`config.mk`:
```
export PLATFORM = sky130hd
export DESIGN_NAME = gp_timer_array
export DESIGN_NICKNAME = d
export VERILOG_FILES = /design/src/rtl/gpt_pkg.sv /design/src/rtl/gpt_sync.sv /design/src/rtl/gpt_channel.sv /design/src/rtl/gp_timer_array.sv
export SDC_FILE = /design/constraint.sdc
export NUM_CORES = 2
export LEC_CHECK = 0
export ABC_AREA = 1
export BUFFER_PORTS_ARGS = -buffer_cell sky130_fd_sc_hd__buf_2
export CAP_MARGIN = 5
export CORE_UTILIZATION = 33
export CTS_BUF_LIST = sky130_fd_sc_hd__clkbuf_4
export CTS_CLUSTER_SIZE = 20
export DETAILED_ROUTE_END_ITERATION = 8
export GPL_TIMING_DRIVEN = 0
export PLACE_DENSITY = 0.45
export SYNTH_ARGS = -nofsm -noshare
export SYNTH_HDL_FRONTEND = slang
export SYNTH_HIERARCHICAL = 1
export SYNTH_SLANG_ARGS = --single-unit
```
`constraint.sdc`:
```
create_clock -name clk -period 8.9 [get_ports clk]
set_input_delay 0.89 -clock clk [delete_from_list [all_inputs] [get_ports clk]]
set_output_delay 0.89 -clock clk [all_outputs]
set_load 0.01 [all_outputs]
```
`src/rtl/gpt_pkg.sv`:
```
package gpt_pkg;
    typedef enum logic [1:0] {
        GPT_OFF  = 2'b00,
        GPT_WAVE = 2'b01,
        GPT_CAPT = 2'b10,
        GPT_WDOG = 2'b11
    } gpt_mode_e;

    localparam int OFS_CFG = 0;
    localparam int OFS_CNT = 1;
    localparam int OFS_PER = 2;
    localparam int OFS_WID = 3;

    localparam int CFG_POL = 2;
    localparam int CFG_IRQ = 3;
    localparam int CFG_SEL = 4;

    localparam int CTL_FLAG_LSB = 4;
    localparam int CTL_RUN_LSB  = 8;
endpackage

```
`src/rtl/gpt_sync.sv`:
```
module gpt_sync #(
    parameter int STAGES = 2
) (
    input  logic clk,
    input  logic rst_n,
    input  logic d_in,
    output logic d_out
);
    logic [STAGES-1:0] sh_d, sh_q;

    always_comb begin
        sh_d = {sh_q[STAGES-2:0], d_in};
    end

    always_ff @(posedge clk or negedge rst_n) begin
        if (!rst_n) sh_q <= '0;
        else        sh_q <= sh_d;
    end

    assign d_out = sh_q[STAGES-1];
endmodule

```
`src/rtl/gpt_channel.sv`:
```
module gpt_channel
    import gpt_pkg::*;
#(
    parameter int CW      = 32,
    parameter int SYNC_FF = 2
) (
    input  logic          clk,
    input  logic          rst_n,
    input  logic          en,
    input  gpt_mode_e     mode,
    input  logic          pol,
    input  logic          irq_en,
    input  logic          sel_wid,
    input  logic          per_wr,
    input  logic          wid_wr,
    input  logic [CW-1:0] wdata,
    input  logic          pin_in,
    output logic          pin_out,
    output logic          pin_oe,
    output logic          irq_evt,
    output logic [CW-1:0] cnt_o,
    output logic [CW-1:0] per_o,
    output logic [CW-1:0] wid_o,
    output logic [CW-1:0] per_act_o
);
    typedef struct packed {
        logic [CW-1:0] cnt;
        logic [CW-1:0] win;
        logic [CW-1:0] per_act;
        logic [CW-1:0] wid_act;
        logic [CW-1:0] per_buf;
        logic [CW-1:0] wid_buf;
        logic          prev;
    } ch_state_t;

    ch_state_t st_d, st_q;
    logic      pin_sync, lvl, lead, trail, wrap;
    logic [CW-1:0] edge_cnt;

    gpt_sync #(.STAGES(SYNC_FF)) u_sync (
        .clk   (clk),
        .rst_n (rst_n),
        .d_in  (pin_in),
        .d_out (pin_sync)
    );

    always_comb begin
        st_d     = st_q;
        irq_evt  = 1'b0;
        lvl      = pin_sync ^ pol;
        lead     = lvl & ~st_q.prev;
        trail    = ~lvl & st_q.prev;
        wrap     = (st_q.cnt != '0) && (st_q.cnt >= st_q.per_act);
        edge_cnt = st_q.cnt + CW'(lead);
        st_d.prev = lvl;

        if (per_wr) st_d.per_buf = wdata;
        if (wid_wr) st_d.wid_buf = wdata;

        if (!en) begin
            st_d.cnt     = '0;
            st_d.win     = '0;
            st_d.per_act = st_d.per_buf;
            st_d.wid_act = st_d.wid_buf;
        end else begin
            unique case (mode)
                GPT_WAVE: begin
                    if (wrap) begin
                        st_d.cnt     = CW'(1);
                        st_d.per_act = st_d.per_buf;
                        st_d.wid_act = st_d.wid_buf;
                        irq_evt      = irq_en;
                    end else begin
                        st_d.cnt = st_q.cnt + CW'(1);
                    end
                end
                GPT_CAPT: begin
                    st_d.cnt = st_q.cnt + CW'(1);
                    if (lead) begin
                        st_d.per_act = st_q.cnt;
                        st_d.cnt     = CW'(1);
                        irq_evt      = irq_en & ~sel_wid;
                    end
                    if (trail) begin
                        st_d.wid_act = st_q.cnt;
                        irq_evt      = irq_en & sel_wid;
                    end
                end
                GPT_WDOG: begin
                    if (lead && (edge_cnt >= st_q.per_act)) begin
                        irq_evt      = irq_en;
                        st_d.cnt     = '0;
                        st_d.win     = '0;
                        st_d.per_act = st_d.per_buf;
                        st_d.wid_act = st_d.wid_buf;
                    end else if (st_q.win + CW'(1) >= st_q.wid_act) begin
                        st_d.cnt     = '0;
                        st_d.win     = '0;
                        st_d.per_act = st_d.per_buf;
                        st_d.wid_act = st_d.wid_buf;
                    end else begin
                        st_d.cnt = edge_cnt;
                        st_d.win = st_q.win + CW'(1);
                    end
                end
                default: begin
                    st_d.cnt = '0;
                    st_d.win = '0;
                end
            endcase
        end
    end

    always_ff @(posedge clk or negedge rst_n) begin
        if (!rst_n) st_q <= '0;
        else        st_q <= st_d;
    end

    assign pin_oe    = en && (mode == GPT_WAVE);
    assign pin_out   = ((st_q.cnt != '0) && (st_q.cnt <= st_q.wid_act)) ^ pol;
    assign cnt_o     = st_q.cnt;
    assign per_o     = (mode == GPT_CAPT) ? st_q.per_act : st_q.per_buf;
    assign wid_o     = (mode == GPT_CAPT) ? st_q.wid_act : st_q.wid_buf;
    assign per_act_o = st_q.per_act;
endmodule

```
`src/rtl/gp_timer_array.sv`:
```
module gp_timer_array
    import gpt_pkg::*;
#(
    parameter int NUM_TMR = 3,
    parameter int CW      = 32,
    parameter int CFG_W   = 6,
    parameter int AW      = 4,
    parameter int SYNC_FF = 2
) (
    input  logic               clk,
    input  logic               rst_n,
    input  logic               wr_en,
    input  logic               rd_en,
    input  logic [AW-1:0]      addr,
    input  logic [CW-1:0]      wdata,
    output logic [CW-1:0]      rdata,
    input  logic [NUM_TMR-1:0] pin_in,
    output logic [NUM_TMR-1:0] pin_out,
    output logic [NUM_TMR-1:0] pin_oe,
    output logic [NUM_TMR-1:0] irq
);
    localparam int CTRL_ADDR = NUM_TMR * 4;

    typedef struct packed {
        logic [NUM_TMR-1:0]            en;
        logic [NUM_TMR-1:0]            flag;
        logic [NUM_TMR-1:0][CFG_W-1:0] cfg;
        logic [CW-1:0]                 rdata;
    } top_state_t;

    top_state_t st_d, st_q;

    logic                        ctrl_hit;
    logic [NUM_TMR-1:0]          per_wr, wid_wr, irq_evt, clr, run;
    logic [NUM_TMR-1:0][CW-1:0]  cnt_w, per_w, wid_w, per_act_w;
    logic [NUM_TMR-1:0][1:0]     mode_w;
    logic [CW-1:0]               ctrl_rd;

    assign ctrl_hit = wr_en && (addr == AW'(CTRL_ADDR));
    assign clr      = ctrl_hit ? wdata[CTL_FLAG_LSB +: NUM_TMR] : '0;
    assign run      = st_q.en;

    for (genvar g = 0; g < NUM_TMR; g++) begin : g_tmr
        assign per_wr[g] = wr_en && (addr == AW'(g * 4 + OFS_PER));
        assign wid_wr[g] = wr_en && (addr == AW'(g * 4 + OFS_WID));
        assign mode_w[g] = st_q.cfg[g][1:0];

        gpt_channel #(.CW(CW), .SYNC_FF(SYNC_FF)) u_ch (
            .clk       (clk),
            .rst_n     (rst_n),
            .en        (st_q.en[g]),
            .mode      (gpt_mode_e'(st_q.cfg[g][1:0])),
            .pol       (st_q.cfg[g][CFG_POL]),
            .irq_en    (st_q.cfg[g][CFG_IRQ]),
            .sel_wid   (st_q.cfg[g][CFG_SEL]),
            .per_wr    (per_wr[g]),
            .wid_wr    (wid_wr[g]),
            .wdata     (wdata),
            .pin_in    (pin_in[g]),
            .pin_out   (pin_out[g]),
            .pin_oe    (pin_oe[g]),
            .irq_evt   (irq_evt[g]),
            .cnt_o     (cnt_w[g]),
            .per_o     (per_w[g]),
            .wid_o     (wid_w[g]),
            .per_act_o (per_act_w[g])
        );
    end

    always_comb begin
        st_d    = st_q;
        ctrl_rd = '0;
        ctrl_rd[NUM_TMR-1:0]              = st_q.en;
        ctrl_rd[CTL_FLAG_LSB +: NUM_TMR] = st_q.flag;
        ctrl_rd[CTL_RUN_LSB +: NUM_TMR]  = st_q.en;

        for (int i = 0; i < NUM_TMR; i++) begin
            if (wr_en && (addr == AW'(i * 4 + OFS_CFG))) st_d.cfg[i] = wdata[CFG_W-1:0];
        end
        if (ctrl_hit) st_d.en = wdata[NUM_TMR-1:0];
        st_d.flag = (st_q.flag & ~clr) | irq_evt;

        if (rd_en) begin
            st_d.rdata = '0;
            if (addr == AW'(CTRL_ADDR)) st_d.rdata = ctrl_rd;
            for (int i = 0; i < NUM_TMR; i++) begin
                if (addr[AW-1:2] == (AW-2)'(i)) begin
                    unique case (addr[1:0])
                        2'(OFS_CFG): st_d.rdata = CW'(st_q.cfg[i]);
                        2'(OFS_CNT): st_d.rdata = cnt_w[i];
                        2'(OFS_PER): st_d.rdata = per_w[i];
                        default:     st_d.rdata = wid_w[i];
                    endcase
                end
            end
        end
    end

    always_ff @(posedge clk or negedge rst_n) begin
        if (!rst_n) st_q <= '0;
        else        st_q <= st_d;
    end

    assign rdata = st_q.rdata;
    assign irq   = st_q.flag;
endmodule

```
# Word level (Yosys, flattened, before mapping)
# Index checks and enable logic that the tools add are counted.
[word_totals] reg_bits=641 latch_bits=0 ramBits=0 romBits=0 in_bits=43 output_inout_bits=41 wordCells=232 memories=0
[classes] n_addsub=9 n_mul=0 div_mod_pow=0 magnitude_cmp=12 eq_ne=40 shift=0 muxes=74 n_bitwise=30 reduce_logical=37
[ops] operator="$mux W32" count=27
[ops] operator="$mux W128" count=6
[ops] operator="$mux W64" count=9
[ops] operator="$pmux W32 S3" count=6
[ops] operator="$pmux W64 S3" count=3
[ops] operator="$ge A32 B32 Y1" count=9
[ops] operator="$add A32 B1 Y32 const B" count=6
[ops] operator="$pmux W32 S2" count=3
[ops] operator="$add A32 B1 Y32" count=3
[ops] operator="$le A32 B32 Y1" count=3
[ops] operator="$reduce_bool A32 Y1" count=3
[ops] operator="$ne A3 B2 Y1 const B" count=9
[ops] operator="$reduce_and A4 Y1" count=6
[ops] operator="$logic_and A1 B1 Y1" count=22
[ops] operator="$eq A2 B2 Y1 const B" count=8
[ops] operator="$eq A4 B4 Y1 const B" count=4
[ops] operator="$mux W1" count=15
[ops] operator="$and A1 B1 Y1" count=12
[ops] operator="$eq A4 B3 Y1 const B" count=3
[ops] operator="$ne A4 B1 Y1 const B" count=3
[ops] operator="$ne A4 B2 Y1 const B" count=3
[ops] operator="$mux W11" count=1
[ops] operator="$eq A2 B1 Y1 const B" count=5
[ops] operator="$not A1 Y1" count=9
[ops] operator="other kinds (11)" count=24

# Depth between registers and ports, before layout
[logic_depth] depth_word=9 depth_mapped=29 ltp_nobuf=28

# Hierarchy
# The synthesis kept the hierarchy.
[by_module_without_submodules] mod="gpt_channel at g_tmr[0].u_ch" n_inst=1 cells_each=2175 area_per_inst_um2=15383.5 seq_area_each_um2=4829.6
[by_module_without_submodules] mod="gpt_channel at g_tmr[1].u_ch" n_inst=1 cells_each=2153 area_per_inst_um2=15337.2 seq_area_each_um2=4829.6
[by_module_without_submodules] mod="gpt_channel at g_tmr[2].u_ch" n_inst=1 cells_each=2126 area_per_inst_um2=15082.0 seq_area_each_um2=4829.6
[by_module_without_submodules] mod="gp_timer_array" n_inst=1 cells_each=881 area_per_inst_um2=5148.7 seq_area_each_um2=1401.3
[by_module_without_submodules] mod="gpt_sync" n_inst=3 cells_each=2 area_per_inst_um2=50.0 seq_area_each_um2=50.0

# Least setup slack after synthesis
# OpenSTA, ideal clock, no wires.
[synth_path] path_kind="register to register" start="reg, netlist name st_q[46]" end="reg g_tmr[2].u_ch/st_q[67] (netlist bit)" setup_ns=0.117 arrival_time_ns=3.435 required_ns=8.783 setup_slack_ns=5.348 path_stages_with_launch=27 path_buffers=2 synth_period_minus_slack_ns=3.552 cell_sequence="dfrtp_1 -> xor2_1 -> inv_1 -> nor2_2 -> ha_1 -> ha_1 -> nand2_1 -> nor2_1 -> inv_1 -> nor2_2 -> nand3_1 -> nor2_1 -> nand2_1 -> xor2_1 -> ha_1 -> nand2_1 -> o21ai_0 -> nand2_1 -> o211ai_1 -> nor2_1 -> nand2_1 -> nand2_2 -> nand3_2 -> buf_4 -> buf_4 -> nand4_1 -> nand2_1"
[synth_lines] item="end signal, assigned" line_no="gpt_channel.sv:116" rtl="else st_q <= st_d;"
[synth_lines] item="end, declared" line_no="gpt_channel.sv:36" rtl="ch_state_t st_d, st_q;"

==> results <==
- The die extent in x is 392.7 um.
- The number of fill cells in the layout is 16820.
- In the final layout, flip-flops and latches occupy 16040 um2.
- The region available for standard cell placement spans 151700 um2.
- Global routing finished with a remaining overflow of 0.
- At the worst endpoint, the arrival time is 7.30 ns.
- In this run the worst hold path is classified as primary input to flop.
- For the final database, setup skew stands at 0.07444 ns.
- The TritonCTS clock tree is yes.
- For this run, the post-layout net count is 8001.
- Synthesis produced a netlist whose cell count is 7245.
- The initial antenna violation count was 15.
- The detail route stage leaves a number of antenna-violating nets equal to 0.
- Max-cap violations in this run came to 0.
- The number of standard cells in the layout, taps in and fillers out is 9740.
- The mapped netlist covers 50380 um2.
- A synthesized cell averages 6.954 um2.
- The latest clock arrival within the worst-skew pair is 1.25 ns.
- Synthesis produced a netlist with a net count of 7702.
- Setup repair after global routing left no endpoint under its margin.
- The maximum clock insertion buffer count is 3.
- Gates resized during post-CTS repair numbered 0.
- Setup violations remaining at the end of the flow were counted as 0.
- By startpoint and endpoint, the worst setup path is classified as flop to flop.
- Once detailed placement completed, the half-perimeter wirelength came to 181200 um.
- The endpoint type of the worst setup path is a flop.
- The first global-routing pass estimated 328200 um of wire.
- The average via count per standard cell is 5.127.
- The global placement routability congestion is 0.9658.
- In the final layout, the share of cells above drive strength 1 is 11.09%.
- The starting density of the core is 33.21%.
- The highest achievable clock rate is 160.9 MHz.
- Of the available clock period, the critical path in the final layout requires 69.81%.
- The worst-case headroom to the max-slew limit is 15.59%.
- The number of vias in the routed layout is 49940.
- The via count of the first global-routing pass is 48800.
- The number of placed instances, taps included, is 9361.
- The leakage power is 28.92 nW.
- The area used by multi-input combinational logic is 27560 um2.
- The total number of yosys warnings is 6.
- For the pin with the worst max-slew slack, the measured transition is 1.266 ns.
- The worst path required time is 9.98 ns.
- The total of buffers placed on input and output ports is 80.
- The first detailed-routing pass took 6 iterations.
- Power spread over the standard cell area amounts to 211.7 nW/um2.
- The final critical path time including I/O delays and setup is 6.213 ns.
- The cell row count is 143.
- The type of origin of the critical path is a flop.
- From synthesis to final layout, the design area changed by 11.32%.
- For this block, the routed nets add up to 225900 um of wire.
- The die outline area is 154200 um2.
- The flow ran to the end, and the final reports show no timing, DRC or antenna violations.
- The I/O pin total is 84.
- The count of endpoints failing hold in the final timing report came to 0.
- Clock-pin slew was measured on the worst setup and hold paths at 0.06 ns.
- The reg2reg setup slack is 2.69 ns.
- The sum of internal, switching and leakage power is 11.87 mW.
- Final hold analysis gives a worst-case slack of 0.1432 ns.
- The tree built by TritonCTS fans out to 641 sinks.
- The floorplan die height is 392.7 um.
- The number of pins with negative max-slew slack in the final report was 0.
- Clock tree synthesis inserted a total of 205 buffers.
- In the final routed layout, each cell accounts on average for 23.19 um.
- The overall fraction of global-route tracks in use is 29.16%.
- The worst-case IR drop observed on VDD is 0.09400 mV.
- Clock tree synthesis selected as its root buffer the cell clkbuf_4.
- The largest net degree at the start of global routing is 107.
- The number of remaining DRC errors is 0.
- Along the worst path, the maximum fanout reaches 10.
- The H-tree depth is 4.
- In this run, the number of DRC markers left after iteration 0 of detailed routing was 4564.
[per-layer routing]
metal	GRT usage [%]	vias to the layer above	wire length, um
met2	46.43	1739	101200
met3	4.299	428	14690
met5	0	-	42
met4	11.97	6	9596
li1	-	23940	-
met1	39.31	23830	100300
[final cells by class]
type,instances,area share [%]
tap,2030,4.529
buffer,450,4.814
timing repair buffer,92,1.133
inverter,1085,7.279
sequential,641,28.60
multi-input combinational,5069,49.13
antenna,12,0.05354
clock buffer,278,3.721
clock inverter,83,0.7362
[power by group]
| group | switching (mW) | total [mW] | internal [mW] |
|---|---|---|---|
| combinational | 3.13 | 4.50 | 1.37 |
| sequential | 0.716 | 4.32 | 3.61 |
| clock | 1.55 | 3.05 | 1.50 |
[state kept, by name (all words and copies together) (netlist names)]
signal and count:
run 3, irq 3, mode_w 6, g_tmr.u_ch/st_q 387
g_tmr.u_ch/u_sync/sh_q 6, g_tmr.u_ch/per_act_o 96, g_tmr.u_ch/cnt_o 96, rdata 32
st_q 12
[layout by cell type, fill, tap and decap left out, types with 55 or more instances in the layout]
| cell type | n |
|---|---|
| nand2_1 | 2170 |
| inv_1 | 1025 |
| o21ai_0 | 706 |
| dfrtp_1 | 641 |
| ha_1 | 414 |
| nand4_1 | 387 |
| nor2_1 | 307 |
| a21oi_1 | 282 |
| clkbuf_4 | 278 |
| xor2_1 | 227 |
| nand3_1 | 226 |
| buf_4 | 169 |
| buf_2 | 167 |
| clkbuf_1 | 143 |
| clkinv_1 | 78 |
| o21ai_1 | 56 |
| nor3_1 | 55 |
[final timing paths]
check                                               end  depth (start not counted)                         start
setup / recovery                g_tmr[2].u_ch/st_q[158]                         24                      st_q[46]
hold / removal                   g_tmr[1].u_ch/st_q[15]                          3                     wdata[14]
setup reg to reg                g_tmr[2].u_ch/st_q[158]                         24                      st_q[46]
hold reg to reg            g_tmr[0].u_ch/u_sync/sh_q[1]                          0  g_tmr[0].u_ch/u_sync/sh_q[0]
max in group asynchronous       g_tmr[1].u_ch/st_q[139]                          4                         rst_n
min in group asynchronous       g_tmr[0].u_ch/st_q[158]                          2                         rst_n
[repair_timing]
item                                   4_1_cts  5_1_grt
hold buffers                                 6        0
setup buffers                                0        0
setup endpoints to repair                    0        0
endpoints found under the hold margin       98        0
[metrics by stage]
step                setup slack, ns  area, um2  TNS [ns]  utilization [%]
finish                        2.687      56090         0            36.97
global placement             -8.706      53320  -5502.96            35.14
floorplan                     5.348      50380         0                -
detailed placement            2.766      53500         0            35.26
global route                  2.246      56080         0            36.96
CTS                           2.760      56060         0            36.95
[critical path, cell delays in order (launching register included)]
cell and delay (ns):
dfrtp_1 0.69, xor2_1 0.28, inv_1 0.11, nor2_2 0.22, ha_1 0.33, ha_1 0.21, nand2_1 0.07, nor2_1 0.35
inv_1 0.13, nor2_2 0.28, nand3_1 0.33, nor2_1 0.25, nand2_1 0.09, xor2_1 0.25, ha_1 0.28, nand2_1 0.07
o21ai_0 0.09, nand2_1 0.07, o211ai_1 0.13, nor2_1 0.26, nand2_1 0.11, nand2_2 0.22, nand4_1 0.55, clkbuf_1 0.45
o21ai_0 0.24
(Power assumes the default switching activity.)
